--- src/rtl/flash_seq_pkg.sv ---
package flash_seq_pkg;

  typedef enum logic [1:0] {
    OP_ERASE = 2'd0,
    OP_PROG  = 2'd1,
    OP_CRC   = 2'd2,
    OP_CRC2  = 2'd3
  } op_e;

  typedef enum logic [2:0] {
    S_IDLE   = 3'd0,
    S_CHECK  = 3'd1,
    S_RUN    = 3'd2,
    S_VERIFY = 3'd3,
    S_DONE   = 3'd4
  } state_e;

  // flag positions inside the status byte
  localparam int FLAG_INTR   = 0;
  localparam int FLAG_SEC    = 1;
  localparam int FLAG_HV     = 2;
  localparam int FLAG_VERIFY = 3;
  localparam int NFLAGS      = 4;

endpackage

--- src/rtl/flash_seq_timer.sv ---
module flash_seq_timer #(
  parameter int CW = 4
) (
  input  logic          clk,
  input  logic          rst,
  input  logic          load,
  input  logic [CW-1:0] load_val,
  input  logic          dec,
  output logic          expired
);

  logic [CW-1:0] cnt;

  always_ff @(posedge clk) begin
    if (rst) begin
      cnt <= '0;
    end else if (load) begin
      cnt <= load_val;
    end else if (dec && cnt != '0) begin
      cnt <= cnt - 1'b1;
    end
  end

  assign expired = (cnt == '0);

endmodule

--- src/rtl/flash_seq_crc.sv ---
module flash_seq_crc #(
  parameter int          DW   = 8,
  parameter logic [DW-1:0] INIT = '1
) (
  input  logic          clk,
  input  logic          rst,
  input  logic          clr,
  input  logic          en,
  input  logic [DW-1:0] din,
  output logic [DW-1:0] crc
);

  logic [DW-1:0] rot;

  generate
    if (DW > 1) begin : g_rot
      assign rot = {crc[DW-2:0], crc[DW-1]};
    end else begin : g_flat
      assign rot = crc;
    end
  endgenerate

  always_ff @(posedge clk) begin
    if (rst || clr) begin
      crc <= INIT;
    end else if (en) begin
      crc <= rot ^ din;
    end
  end

endmodule

--- src/rtl/flash_seq_status.sv ---
module flash_seq_status #(
  parameter int NF = 4,
  parameter int SW = 8
) (
  input  logic          clk,
  input  logic          rst,
  input  logic          clr,
  input  logic [NF-1:0] set,
  output logic [SW-1:0] status
);

  generate
    for (genvar i = 0; i < SW; i++) begin : g_bit
      if (i < NF) begin : g_flag
        always_ff @(posedge clk) begin
          if (rst || clr) begin
            status[i] <= 1'b0;
          end else if (set[i]) begin
            status[i] <= 1'b1;
          end
        end
      end else begin : g_zero
        assign status[i] = 1'b0;
      end
    end
  endgenerate

endmodule

--- src/rtl/flash_op_seq.sv ---
module flash_op_seq
  import flash_seq_pkg::*;
#(
  parameter int AW      = 8,
  parameter int DW      = 8,
  parameter int N_ERASE = 6,
  parameter int N_PROG  = 4,
  parameter int N_CRC   = 8
) (
  input  logic          clk,
  input  logic          rst,
  input  logic          req,
  input  logic [1:0]    op,
  input  logic [AW-1:0] addr,
  input  logic [DW-1:0] wdata,
  input  logic          sec_deny,
  input  logic          hv_fault,
  input  logic          rd_protect,
  input  logic          irq,
  input  logic [DW-1:0] mem_rdata,
  output logic          stall,
  output logic          done,
  output logic          carry,
  output logic [7:0]    status,
  output logic [DW-1:0] crc_out,
  output logic          crc_valid,
  output logic [AW-1:0] mem_addr,
  output logic [DW-1:0] mem_wdata,
  output logic          mem_we,
  output logic          mem_erase
);

  localparam int NMAX_A = (N_ERASE > N_PROG) ? N_ERASE : N_PROG;
  localparam int NMAX   = (NMAX_A > N_CRC) ? NMAX_A : N_CRC;
  localparam int CW     = $clog2(NMAX + 1);
  localparam logic [CW-1:0] LEN_E = CW'(N_ERASE - 1);
  localparam logic [CW-1:0] LEN_P = CW'(N_PROG - 1);
  localparam logic [CW-1:0] LEN_C = CW'(N_CRC - 1);

  state_e        state;
  logic [1:0]    op_q;
  logic          prot_q;
  logic          vphase;
  logic          accept;
  logic          is_crc;
  logic          is_prog;
  logic          expired;
  logic          tmr_load;
  logic [CW-1:0] tmr_val;
  logic [NFLAGS-1:0] flag_set;

  assign accept  = (state == S_IDLE) && req;
  assign is_crc  = op_q[1];
  assign is_prog = (op_q == OP_PROG);

  // countdown length by operation
  always_comb begin
    if (is_crc)       tmr_val = LEN_C;
    else if (is_prog) tmr_val = LEN_P;
    else              tmr_val = LEN_E;
  end

  assign tmr_load = (state == S_CHECK) && !sec_deny;

  flash_seq_timer #(.CW(CW)) u_tmr (
    .clk      (clk),
    .rst      (rst),
    .load     (tmr_load),
    .load_val (tmr_val),
    .dec      (state == S_RUN),
    .expired  (expired)
  );

  flash_seq_crc #(.DW(DW), .INIT({DW{1'b1}})) u_crc (
    .clk (clk),
    .rst (rst),
    .clr (accept),
    .en  ((state == S_RUN) && is_crc),
    .din (mem_rdata),
    .crc (crc_out)
  );

  // flag raise conditions; interrupt outranks high-voltage fault
  always_comb begin
    flag_set              = '0;
    flag_set[FLAG_INTR]   = (state == S_RUN) && irq;
    flag_set[FLAG_SEC]    = (state == S_CHECK) && sec_deny;
    flag_set[FLAG_HV]     = (state == S_RUN) && !irq && hv_fault;
    flag_set[FLAG_VERIFY] = (state == S_VERIFY) && vphase &&
                            (prot_q || (mem_rdata != mem_wdata));
  end

  flash_seq_status #(.NF(NFLAGS), .SW(8)) u_stat (
    .clk    (clk),
    .rst    (rst),
    .clr    (accept),
    .set    (flag_set),
    .status (status)
  );

  always_ff @(posedge clk) begin
    if (rst) begin
      state     <= S_IDLE;
      op_q      <= '0;
      prot_q    <= 1'b0;
      vphase    <= 1'b0;
      stall     <= 1'b0;
      done      <= 1'b0;
      carry     <= 1'b0;
      crc_valid <= 1'b0;
      mem_addr  <= '0;
      mem_wdata <= '0;
      mem_we    <= 1'b0;
      mem_erase <= 1'b0;
    end else begin
      done      <= 1'b0;
      mem_we    <= 1'b0;
      mem_erase <= 1'b0;
      case (state)
        S_IDLE: begin
          if (req) begin
            state     <= S_CHECK;
            op_q      <= op;
            prot_q    <= rd_protect;
            mem_addr  <= addr;
            mem_wdata <= wdata;
            stall     <= 1'b1;
            carry     <= 1'b0;
            crc_valid <= 1'b0;
          end
        end
        S_CHECK: begin
          if (sec_deny) begin
            state <= S_DONE;
            stall <= 1'b0;
          end else begin
            state <= S_RUN;
          end
        end
        S_RUN: begin
          if (irq || hv_fault) begin
            state <= S_DONE;
            stall <= 1'b0;
          end else begin
            if (is_crc) begin
              mem_addr <= mem_addr + 1'b1;
            end
            if (expired) begin
              if (is_prog) begin
                mem_we <= 1'b1;
                vphase <= 1'b0;
                state  <= S_VERIFY;
              end else begin
                mem_erase <= !is_crc;
                state     <= S_DONE;
                stall     <= 1'b0;
              end
            end
          end
        end
        S_VERIFY: begin
          if (!vphase) begin
            vphase <= 1'b1;
          end else begin
            state <= S_DONE;
            stall <= 1'b0;
          end
        end
        S_DONE: begin
          done      <= 1'b1;
          carry     <= (status != 8'd0);
          crc_valid <= is_crc && (status == 8'd0);
          state     <= S_IDLE;
        end
        default: state <= S_IDLE;
      endcase
    end
  end

endmodule

--- config.mk ---
export PLATFORM = sky130hd
export DESIGN_NAME = flash_op_seq
export DESIGN_NICKNAME = d
export VERILOG_FILES = /design/src/rtl/flash_seq_pkg.sv /design/src/rtl/flash_seq_timer.sv /design/src/rtl/flash_seq_crc.sv /design/src/rtl/flash_seq_status.sv /design/src/rtl/flash_op_seq.sv
export SDC_FILE = /design/constraint.sdc
export NUM_CORES = 1
export LEC_CHECK = 0
export BUFFER_PORTS_ARGS = -buffer_cell sky130_fd_sc_hd__clkbuf_2
export CORE_MARGIN = 5
export CORE_UTILIZATION = 45
export DETAILED_ROUTE_END_ITERATION = 10
export PLACE_DENSITY = 0.75
export SLEW_MARGIN = 20
export SYNTH_ARGS = -nofsm -noshare
export SYNTH_HDL_FRONTEND = slang
export SYNTH_SLANG_ARGS = --single-unit
--- constraint.sdc ---
create_clock -name clk -period 2.1 [get_ports clk]
set_clock_uncertainty 0.1 [all_clocks]
set_input_delay 0.105 -clock clk [delete_from_list [all_inputs] [get_ports clk]]
set_output_delay 0.105 -clock clk [all_outputs]
set_load 0.005 [all_outputs]
==> results.yml, run 1 <==
route:
  drt-initial-drc-count: 109
  drtAntennaViolNets: 0
  totalWireLength_um: 5570
  drc: 0
  num_vias: 2125
  viasPerCell: 5.41
  dr.pass1.iters: 4
  wl_per_cell_um: 14.2
timing:
  worst_slack_ps: 81.4
  rsz0062_at_grt: "no"
  fin_crit_sh_pct: 96.1
  slew_headroom_pct: 55.4
  fin_crit_ps: 2020
  hold_viol: 0
  final.setup.tns_ps: 0
  fmax_mhz: 495
  worst_pin_slew_ps: 666
  setup_viol: 0
  slew_viol_final: 0
worst_setup_path:
  max_stage_delay_ps: 450
  reg2reg_from: "u_tmr.cnt[0]$_SDFFE_PP0P_"
  setup.worst_path.end_class: "flip-flop"
  r2r_slack_ps: 80
  rr_endpoint: "state[0]$_SDFFE_PP0P_"
  worstPathMaxFanout: 4
  rr_worst_depth: 6
  crit_start: "u_tmr.cnt[0]$_SDFFE_PP0P_"
  crit_path_top_delay_cell: "a2111o_1"
  cp_num_buf_inv: 1
  crit_path_end: "state[0]$_SDFFE_PP0P_"
  cp.depth: 6
  crit_path_cell_trace: "inv_1 -> ha_2 -> or3b_4 -> and2_4 -> a2111o_1 -> a221oi_2"
  crit_arrival_ps: 2130
  crit_required_ps: 2210
  crit_family: "compound AO/OA/AOI/OAI gates"
  critPathKind: "flip-flop to flip-flop"
  start_kind: "flip-flop"
floorplanning:
  die_w_um: 78.8
  die_y_um: 78.8
  dieArea_um2: 6210
  coreArea_um2: 4660
  start_util_pct: 45.7
  ios: 71
  rows: 25
synth:
  dominantRegCellSynth: "dfxtp_1"
  syn-instance-count: 258
  syn_area_um2: 2130
  netlist.area_leader.share_pct: 42.3
  synth_seq_area_share_pct: 42.3
  ys_seq_elements: 45
  yosys.area.top_type: "dfxtp_1"
  synth_cell_types: 45
  synthTopCellsByArea: "dfxtp_1 42%, nand2_1 7.4%, a21oi_1 6.8%, xnor2_1 4.9%, o21ai_0 3.1%"
  yosys-top-cells-count: "45 x dfxtp_1, 42 x nand2_1, 29 x a21oi_1"
  syn_avg_cell_area_um2: 8.26
  yosys_warnings: 0
  yosys.cell_count.top_type: "dfxtp_1"
  synth_enable_flop_cells: 0
  synth-async-reset-ratio_pct: 0
clock_network:
  cts.sinks: 45
  clk_pin_slew_ps: 90
  clkLatencyLatePin_ps: 290
  cts_tree: "done"
  root_buffer: "clkbuf_8"
  clock_path_buffers: 2
  htree_levels: 2
  cts_buffers: 5
status:
  status: "complete, no violations"
placed_design:
  post-place-ws_ps: 13.2
  place_hpwl_um: 4040
  port_buffers: 66
  place.gp.congestion: 0.839
  place_area_um2: 2490
layout:
  drive_gt1_share_pct: 27.1
  nFillCells: 418
  area_delta_synth_final_pct: 29.2
  design_area_um2: 2750
  nNetsFinal: 373
  antenna_cells: 0
power_and_ir_drop:
  peakVddDrop_uv: 320
  leakage_nw: 1.18
  power_density_nw_per_um2: 704
job:
  cap_violations: 0
global_routing:
  grt_pass1_wl_um: 8980
  grt_max_degree: 24
  gr-total-overflow: 0
  grt_use_total_pct: 18.1
  antenna_found_initial: 0
  grt_pass1_vias: 1912
hold_path:
  hp-class: "input pin to flip-flop"
-- per-layer routing --
metal	track usage, %	vias to the layer above	share of wire, %
li1	-	1061	-
met1	23.6	991	44
met2	28.4	61	48
met3	4.88	12	6.2
met4	6.87	0	2.0
met5	0	-	0
-- state kept, by name, indices dropped and copies added (netlist names), 2 cells and up --
register       cells
op_q               2
mem_addr           8
u_stat.status      4
mem_wdata          8
state              3
u_crc.crc          8
u_tmr.cnt          4
-- through the flow --
step           cells  power (mW)  util, %  hold WS, ps
2_1_floorplan    261        1.23        -          141
3_3_place_gp     369        1.36     53.5          232
3_5_place_dp     369        1.37     53.5          233
4_1_cts          392        1.95     58.8         10.9
5_1_grt          393        2.05     59.1         40.9
6_report         393        1.94     59.1         23.9
-- cells in the final DEF (no fill, tap or decap), types with 2 or more instances in the layout --
cell / synthesis / routed
clkbuf_2: 0 / 66
o21ai_0: 13 / 13
o211ai_1: 8 / 8
buf_4: 4 / 7
a211oi_1: 4 / 4
inv_1: 9 / 9
clkbuf_8: 0 / 6
nor3b_1: 2 / 2
nand4_1: 3 / 3
a311oi_1: 2 / 2
dfxtp_1: 45 / 44
conb_1: 1 / 4
nand2_1: 42 / 42
o32ai_1: 2 / 2
nor4b_2: 3 / 3
nand3_1: 5 / 5
dlygate4sd3_1: 0 / 15
nor2b_1: 2 / 2
nor3_1: 11 / 11
nor2_1: 13 / 13
nor4_1: 2 / 2
xnor2_1: 12 / 12
a21oi_1: 29 / 29
xor2_1: 5 / 5
a31oi_1: 3 / 3
or3_1: 3 / 3
nand3b_1: 2 / 2
-- final cells by class --
| cell class | instances | area (um^2) | area share (%) |
|---|---|---|---|
| Clock buffer | 6 | 82.6 | 3.00 |
| Clock inverter | 2 | 13.8 | 0.500 |
| Inverter | 9 | 33.8 | 1.23 |
| Multi-Input combinational cell | 189 | 1120 | 40.7 |
| Sequential cell | 45 | 902 | 32.8 |
| Tap cell | 54 | 67.6 | 2.45 |
| Timing Repair Buffer | 88 | 533 | 19.4 |
-- worst min-delay path: cells and delay by family --
kind,cells,cell delay (ps)
and+or+nand+nor,1,50
AOI/OAI and AO/OA,1,120
buffers and inverters,1,110
-- where the power goes --
group	switching [mW]	leakage [nW]	internal (mW)	total, mW
registers	0.0653	0.367	0.911	0.976
clock network	0.295	0.0512	0.267	0.562
logic	0.212	0.759	0.190	0.402
-- how the worst min path moves through the flow --
stage / start / end / depth (start not counted)
2_1_floorplan: rd_protect / prot_q$_SDFFE_PP0P_ / 2
3_3_place_gp: wdata[1] / mem_wdata[1]$_SDFFE_PP0P_ / 3
3_5_place_dp: wdata[0] / mem_wdata[0]$_SDFFE_PP0P_ / 3
4_1_cts: addr[3] / mem_addr[3]$_SDFFE_PP0P_ / 3
5_1_grt: sec_deny / u_stat.status[1]$_SDFFE_PP0P_ / 3
6_report: hv_fault / u_stat.status[2]$_SDFFE_PP0P_ / 3
-- logic make-up after synthesis --
logic type,synth area share (%)
xor gates and xnor gates,6.98
other,0.176
and+or+nand+nor,24.1
adders and majority gates,1.17
buffers and inverters,5.93
AOI/OAI and AO/OA,19.4
DFF,42.3
-- timing repair --
item / CTS / global route
endpoints found under the setup margin: 1 / 2
gates resized for setup: 0 / 3
pin swaps: 1 / 2
hold endpoints to repair: 15 / 0
buffers inserted: 0 / 1
hold buffers: 15 / 0
gates cloned: 0 / 0
Note: power is estimated with default switching activity, not from simulation.
==> run 2: changes to the inputs <==
--- a/config.mk
+++ b/config.mk
@@ -7,9 +7,10 @@
 export LEC_CHECK = 0
 export BUFFER_PORTS_ARGS = -buffer_cell sky130_fd_sc_hd__clkbuf_2
 export CORE_MARGIN = 5
-export CORE_UTILIZATION = 45
+export CORE_UTILIZATION = 54
 export DETAILED_ROUTE_END_ITERATION = 10
-export PLACE_DENSITY = 0.75
+export PLACE_DENSITY = 0.85
+export RECOVER_POWER = 50
 export SLEW_MARGIN = 20
 export SYNTH_ARGS = -nofsm -noshare
 export SYNTH_HDL_FRONTEND = slang
==> constraint.sdc (replaced) <==
create_clock -name clk -period 2.52 [get_ports clk]
set_clock_uncertainty 0.1 [all_clocks]
set_input_delay 0.126 -clock clk [delete_from_list [all_inputs] [get_ports clk]]
set_output_delay 0.126 -clock clk [all_outputs]
set_load 0.005 [all_outputs]
==> run 2 against run 1 <==
  * Count of clock-buffer cells in the layout did not move
  * Final area is 3.2% lower
  * Via count rose by 1.1%
  * Register-to-register slack improved by 290 ps
  * Largest power group unchanged
==> results.yml, run 2 (synthesis results as in run 1) <==
layout:
  layout_commonest_cell: "clkbuf_2"
  layout_common_cells: "48 x clkbuf_2, 45 x dfxtp_1, 42 x nand2_1"
  drive_gt1_share_pct: 19.8
  top_regs: "mem_addr: 8 flops, mem_wdata: 8 flops, u_crc.crc: 8 flops"
  area_delta_synth_final_pct: 25.0
  design_area_um2: 2670
  fin_util_pct: 71.2
  nFillCells: 313
  regArea_um2: 901
  multi_input_area_um2: 1110
  antenna_cells: 0
  nNetsFinal: 367
route:
  drt-initial-drc-count: 170
  viasPerCell: 5.64
  dr.pass1.iters: 4
  drtAntennaViolNets: 0
  wl_per_cell_um: 15.2
  totalWireLength_um: 5800
  num_vias: 2149
  drc: 0
placed_design:
  place_area_um2: 2460
  place.gp.congestion: 0.830
  port_buffers: 66
  place_hpwl_um: 3910
timing:
  final.setup.tns_ps: 0
  fin_crit_ps: 2150
  hold_viol: 0
  setup_viol: 0
  worst_pin_slew_ps: 658
  rsz0062_at_grt: "no"
  slew_viol_final: 0
  fin_crit_sh_pct: 85.4
  holdWs_ps: 6.21
  slew_headroom_pct: 56.0
  fmax_mhz: 465
clock_network:
  root_buffer: "clkbuf_8"
  cts_buffers: 5
  clock_path_buffers: 2
  cts_tree: "done"
  cts.sinks: 45
  clk_pin_slew_ps: 90
  cts_resized: 0
  htree_levels: 2
  clkLatencyLatePin_ps: 310
worst_setup_path:
  setup.worst_path.end_class: "flip-flop"
  start_kind: "flip-flop"
  critPathKind: "flip-flop to flip-flop"
  crit_required_ps: 2650
  r2r_slack_ps: 370
  crit_arrival_ps: 2280
  rr_endpoint: "state[0]$_SDFFE_PP0P_"
  reg2reg_from: "u_tmr.cnt[0]$_SDFFE_PP0P_"
  rr_worst_depth: 6
  worstPathMaxFanout: 7
hold_path:
  hp-class: "input pin to flip-flop"
  min-delay-start: "addr[4]"
  hold_path_depth: 3
  worstHoldEndpoint: "mem_addr[4]$_SDFFE_PP0P_"
global_routing:
  grt_max_degree: 21
  gr-total-overflow: 0
  antenna_found_initial: 0
  grt_use_total_pct: 21.9
  grt_pass1_wl_um: 9000
  grt_pass1_vias: 1966
floorplanning:
  die_y_um: 72.8
  start_util_pct: 57.0
  rows: 22
  ios: 71
  die_w_um: 72.8
  coreArea_um2: 3740
  dieArea_um2: 5300
power_and_ir_drop:
  peakVddDrop_uv: 329
  leakage_nw: 1.09
  power_density_nw_per_um2: 607
status:
  status: "complete, no violations"
job:
  cap_violations: 0
[run 2: area by class of cell]
class                           instances  share of cell area, %
Clock buffer                            6                   3.10
Clock inverter                          2                  0.516
Inverter                                9                   1.27
Multi-Input combinational cell        189                   41.8
Sequential cell                        45                   33.8
Tap cell                               48                   2.25
Timing Repair Buffer                   82                   17.3
[run 2: worst max-delay path, stage by stage, from the launching register on]
cell,delay (ps)
dfxtp_1,350
inv_1,60
ha_1,170
or3b_1,410
and2_1,250
a2111o_1,470
a221oi_2,260
[run 2: worst max path at each step]
| stage | from | endpoint | cells after the start |
|---|---|---|---|
| 3_3_place_gp | u_tmr.cnt[0]$_SDFFE_PP0P_ | state[0]$_SDFFE_PP0P_ | 6 |
| 5_1_grt | u_tmr.cnt[0]$_SDFFE_PP0P_ | state[0]$_SDFFE_PP0P_ | 6 |
| 2_1_floorplan | u_tmr.cnt[0]$_SDFFE_PP0P_ | state[0]$_SDFFE_PP0P_ | 7 |
| 3_5_place_dp | u_tmr.cnt[0]$_SDFFE_PP0P_ | state[0]$_SDFFE_PP0P_ | 6 |
| 6_report | u_tmr.cnt[0]$_SDFFE_PP0P_ | state[0]$_SDFFE_PP0P_ | 6 |
| 4_1_cts | u_tmr.cnt[0]$_SDFFE_PP0P_ | state[0]$_SDFFE_PP0P_ | 6 |
[run 2: power by group]
part           total (mW)  switching (mW)  internal, mW
Combinational       0.317           0.177         0.140
Clock               0.482           0.259         0.223
Sequential          0.818          0.0590         0.759
Total                1.62           0.495          1.12
[run 2: routing by layer]
layer	wire length (um)	global-route usage (%)	up-vias
li1	-	-	1052
met1	2510	28.1	999
met2	2730	34.5	84
met3	415	5.65	14
met4	138	9.63	0
met5	0	0	-
[run 2: stage by stage]
stage	setup WS, ps	std cells	power (mW)
CTS	392	381	1.61
detailed placement	413	360	1.13
floorplan	455	261	1.02
finish	368	381	1.62
global placement	468	360	1.12
global route	263	381	1.69
[run 2: repair_timing]
action	4_1_cts	5_1_grt
endpoints found under the hold margin	13	0
hold buffers	13	0
setup buffers	0	0
==> run 3: changes to the inputs <==
--- a/config.mk
+++ b/config.mk
@@ -7,9 +7,9 @@
 export LEC_CHECK = 0
 export BUFFER_PORTS_ARGS = -buffer_cell sky130_fd_sc_hd__clkbuf_2
 export CORE_MARGIN = 5
-export CORE_UTILIZATION = 54
+export CORE_UTILIZATION = 45
 export DETAILED_ROUTE_END_ITERATION = 10
-export PLACE_DENSITY = 0.85
+export PLACE_DENSITY = 0.75
 export RECOVER_POWER = 50
 export SLEW_MARGIN = 20
 export SYNTH_ARGS = -nofsm -noshare
==> constraint.sdc (replaced) <==
create_clock -name clk -period 1.9 [get_ports clk]
set_clock_uncertainty 0.1 [all_clocks]
set_input_delay 0.095 -clock clk [delete_from_list [all_inputs] [get_ports clk]]
set_output_delay 0.095 -clock clk [all_outputs]
set_load 0.01 [all_outputs]
==> run 3 against run 2 <==
  * The flow now finishes with violations (setup timing)
  * Combinational power rose by 49%
  * Global-route usage fell by 3.5 points
  * Utilization fell by 11 points
  * Count of clock-buffer cells in the layout fell by 1
  * Clock power rose by 75%
  * Wire length fell by 5.3%
  * Sequential share of layout area fell by 1.6 points
  * Worst setup slack got worse by 430 ps
  * Register-to-register slack got worse by 430 ps
  * Power rose by 48%
  * Final cell count rose by 4.7%
==> results.yml, run 3 (synthesis results as in run 1) <==
route:
  wl_per_cell_um: 13.8
  wl_met2_um: 2540
  totalWireLength_um: 5490
  wirelength_met1_um: 2560
  dr.pass1.iters: 4
  viasPerCell: 5.24
  met3_length_um: 304
  drc: 0
  drtAntennaViolNets: 0
  drt-initial-drc-count: 110
  num_vias: 2092
  highest_layer: "met4"
clock_network:
  cts.sinks: 45
  clock_path_buffers: 2
  htree_levels: 2
  clk_pin_slew_ps: 80
  clkLatencyLatePin_ps: 300
  cts_buffers: 5
  root_buffer: "clkbuf_8"
  cts_tree: "done"
timing:
  slew_viol_final: 0
  worst_slack_ps: -62.8
  holdWs_ps: 17.7
  rsz0062_at_grt: "yes"
  fmax_mhz: 509
  fin_crit_sh_pct: 103
  setup_viol: 2
  hold_viol: 0
  fin_crit_ps: 1960
worst_setup_path:
  crit_arrival_ps: 2070
  rr_endpoint: "state[0]$_SDFFE_PP0P_"
  worstPathMaxFanout: 4
  start_kind: "flip-flop"
  setup.worst_path.end_class: "flip-flop"
  critPathKind: "flip-flop to flip-flop"
  reg2reg_from: "u_tmr.cnt[1]$_SDFFE_PP0P_"
  r2r_slack_ps: -60
  rr_worst_depth: 6
  crit_required_ps: 2010
placed_design:
  place_hpwl_um: 4000
  port_buffers: 66
  place.gp.congestion: 0.832
  dpl.cell_count: 375
hold_path:
  hold_path_depth: 3
  worstHoldEndpoint: "u_stat.status[2]$_SDFFE_PP0P_"
  min-delay-start: "hv_fault"
  hp-class: "input pin to flip-flop"
status:
  violations: "setup timing"
  status: "finished with violations"
layout:
  antenna_cells: 0
  drive_gt1_share_pct: 19.7
  top_regs: "mem_addr: 8 flops, mem_wdata: 8 flops, u_crc.crc: 8 flops"
  fin_util_pct: 60.1
  nNetsFinal: 379
  stdcell_count: 399
  layout_commonest_cell: "dfxtp_1"
  area_delta_synth_final_pct: 31.4
  layout_common_cells: "43 x dfxtp_1, 41 x nand2_1, 36 x clkbuf_1"
power_and_ir_drop:
  power_density_nw_per_um2: 853
  peakVddDrop_uv: 370
  leakage_nw: 1.11
global_routing:
  grt_use_total_pct: 18.4
  gr-total-overflow: 0
  grt_pass1_vias: 2094
  grt_pass1_wl_um: 9230
  antenna_found_initial: 0
  grt_max_degree: 20
floorplanning:
  start_util_pct: 45.7
  coreArea_um2: 4660
  die_y_um: 78.8
  die_w_um: 78.8
  ios: 71
  rows: 25
  dieArea_um2: 6210
job:
  cap_violations: 0
[run 3: layer usage]
layer	vias up	GRT usage [%]
met2	54	29.8
li1	1069	-
met5	-	0
met1	961	23.2
met3	8	5.44
met4	0	6.36
[run 3: worst max-delay path by stage]
| stage | from | endpoint | slack [ps] | depth (start not counted) |
|---|---|---|---|---|
| final | u_tmr.cnt[1]$_SDFFE_PP0P_ | state[0]$_SDFFE_PP0P_ | -60 | 6 |
| after global routing | u_tmr.cnt[1]$_SDFFE_PP0P_ | state[0]$_SDFFE_PP0P_ | -150 | 6 |
| after CTS | u_tmr.cnt[1]$_SDFFE_PP0P_ | state[0]$_SDFFE_PP0P_ | -60 | 6 |
| after detailed placement | u_tmr.cnt[1]$_SDFFE_PP0P_ | state[2]$_SDFFE_PP0P_ | -30 | 6 |
| after global placement | u_tmr.cnt[1]$_SDFFE_PP0P_ | state[0]$_SDFFE_PP0P_ | 30 | 6 |
| after floorplan | u_tmr.cnt[1]$_SDFFE_PP0P_ | state[0]$_SDFFE_PP0P_ | -40 | 7 |
[run 3: cell type report]
class | instances | area [um^2]
clock inverter | 3 | 65.1
fill | 443 | 1860
sequential | 45 | 903
inverter | 9 | 33.8
clock buffer | 5 | 68.8
tap | 54 | 67.6
timing repair buffer | 94 | 526
multi-input combinational | 189 | 1140
[run 3: stage by stage]
stage	area, um^2	setup slack [ps]	setup TNS [ps]	total power [mW]
floorplan	2160	-41.6	-51.3	1.38
global placement	2560	34.2	0	1.54
detailed placement	2560	-33.2	-57.1	1.55
CTS	2840	-55.9	-97.9	2.42
global route	2800	-146	-361	2.52
finish	2800	-62.8	-109	2.39
[run 3: critical path, stage by stage, from the launching register on]
cell      delay [ps]
dfxtp_2          330
inv_2             70
ha_4             130
or3b_4           390
and2_4           180
a2111o_1         410
a221oi_2         260
[run 3: what timing repair did]
item	CTS	global route
cloned	0	0
hold endpoints to repair	15	0
gates resized for setup	0	3
setup endpoints to repair	2	8
hold buffers	15	0
buffers inserted	0	1
pin swaps	0	1
[run 3: where the power goes]
group          switching [mW]  internal, mW  leakage [nW]
sequential             0.0703          1.01         0.368
combinational           0.262         0.209         0.677
clock                   0.319         0.522        0.0681
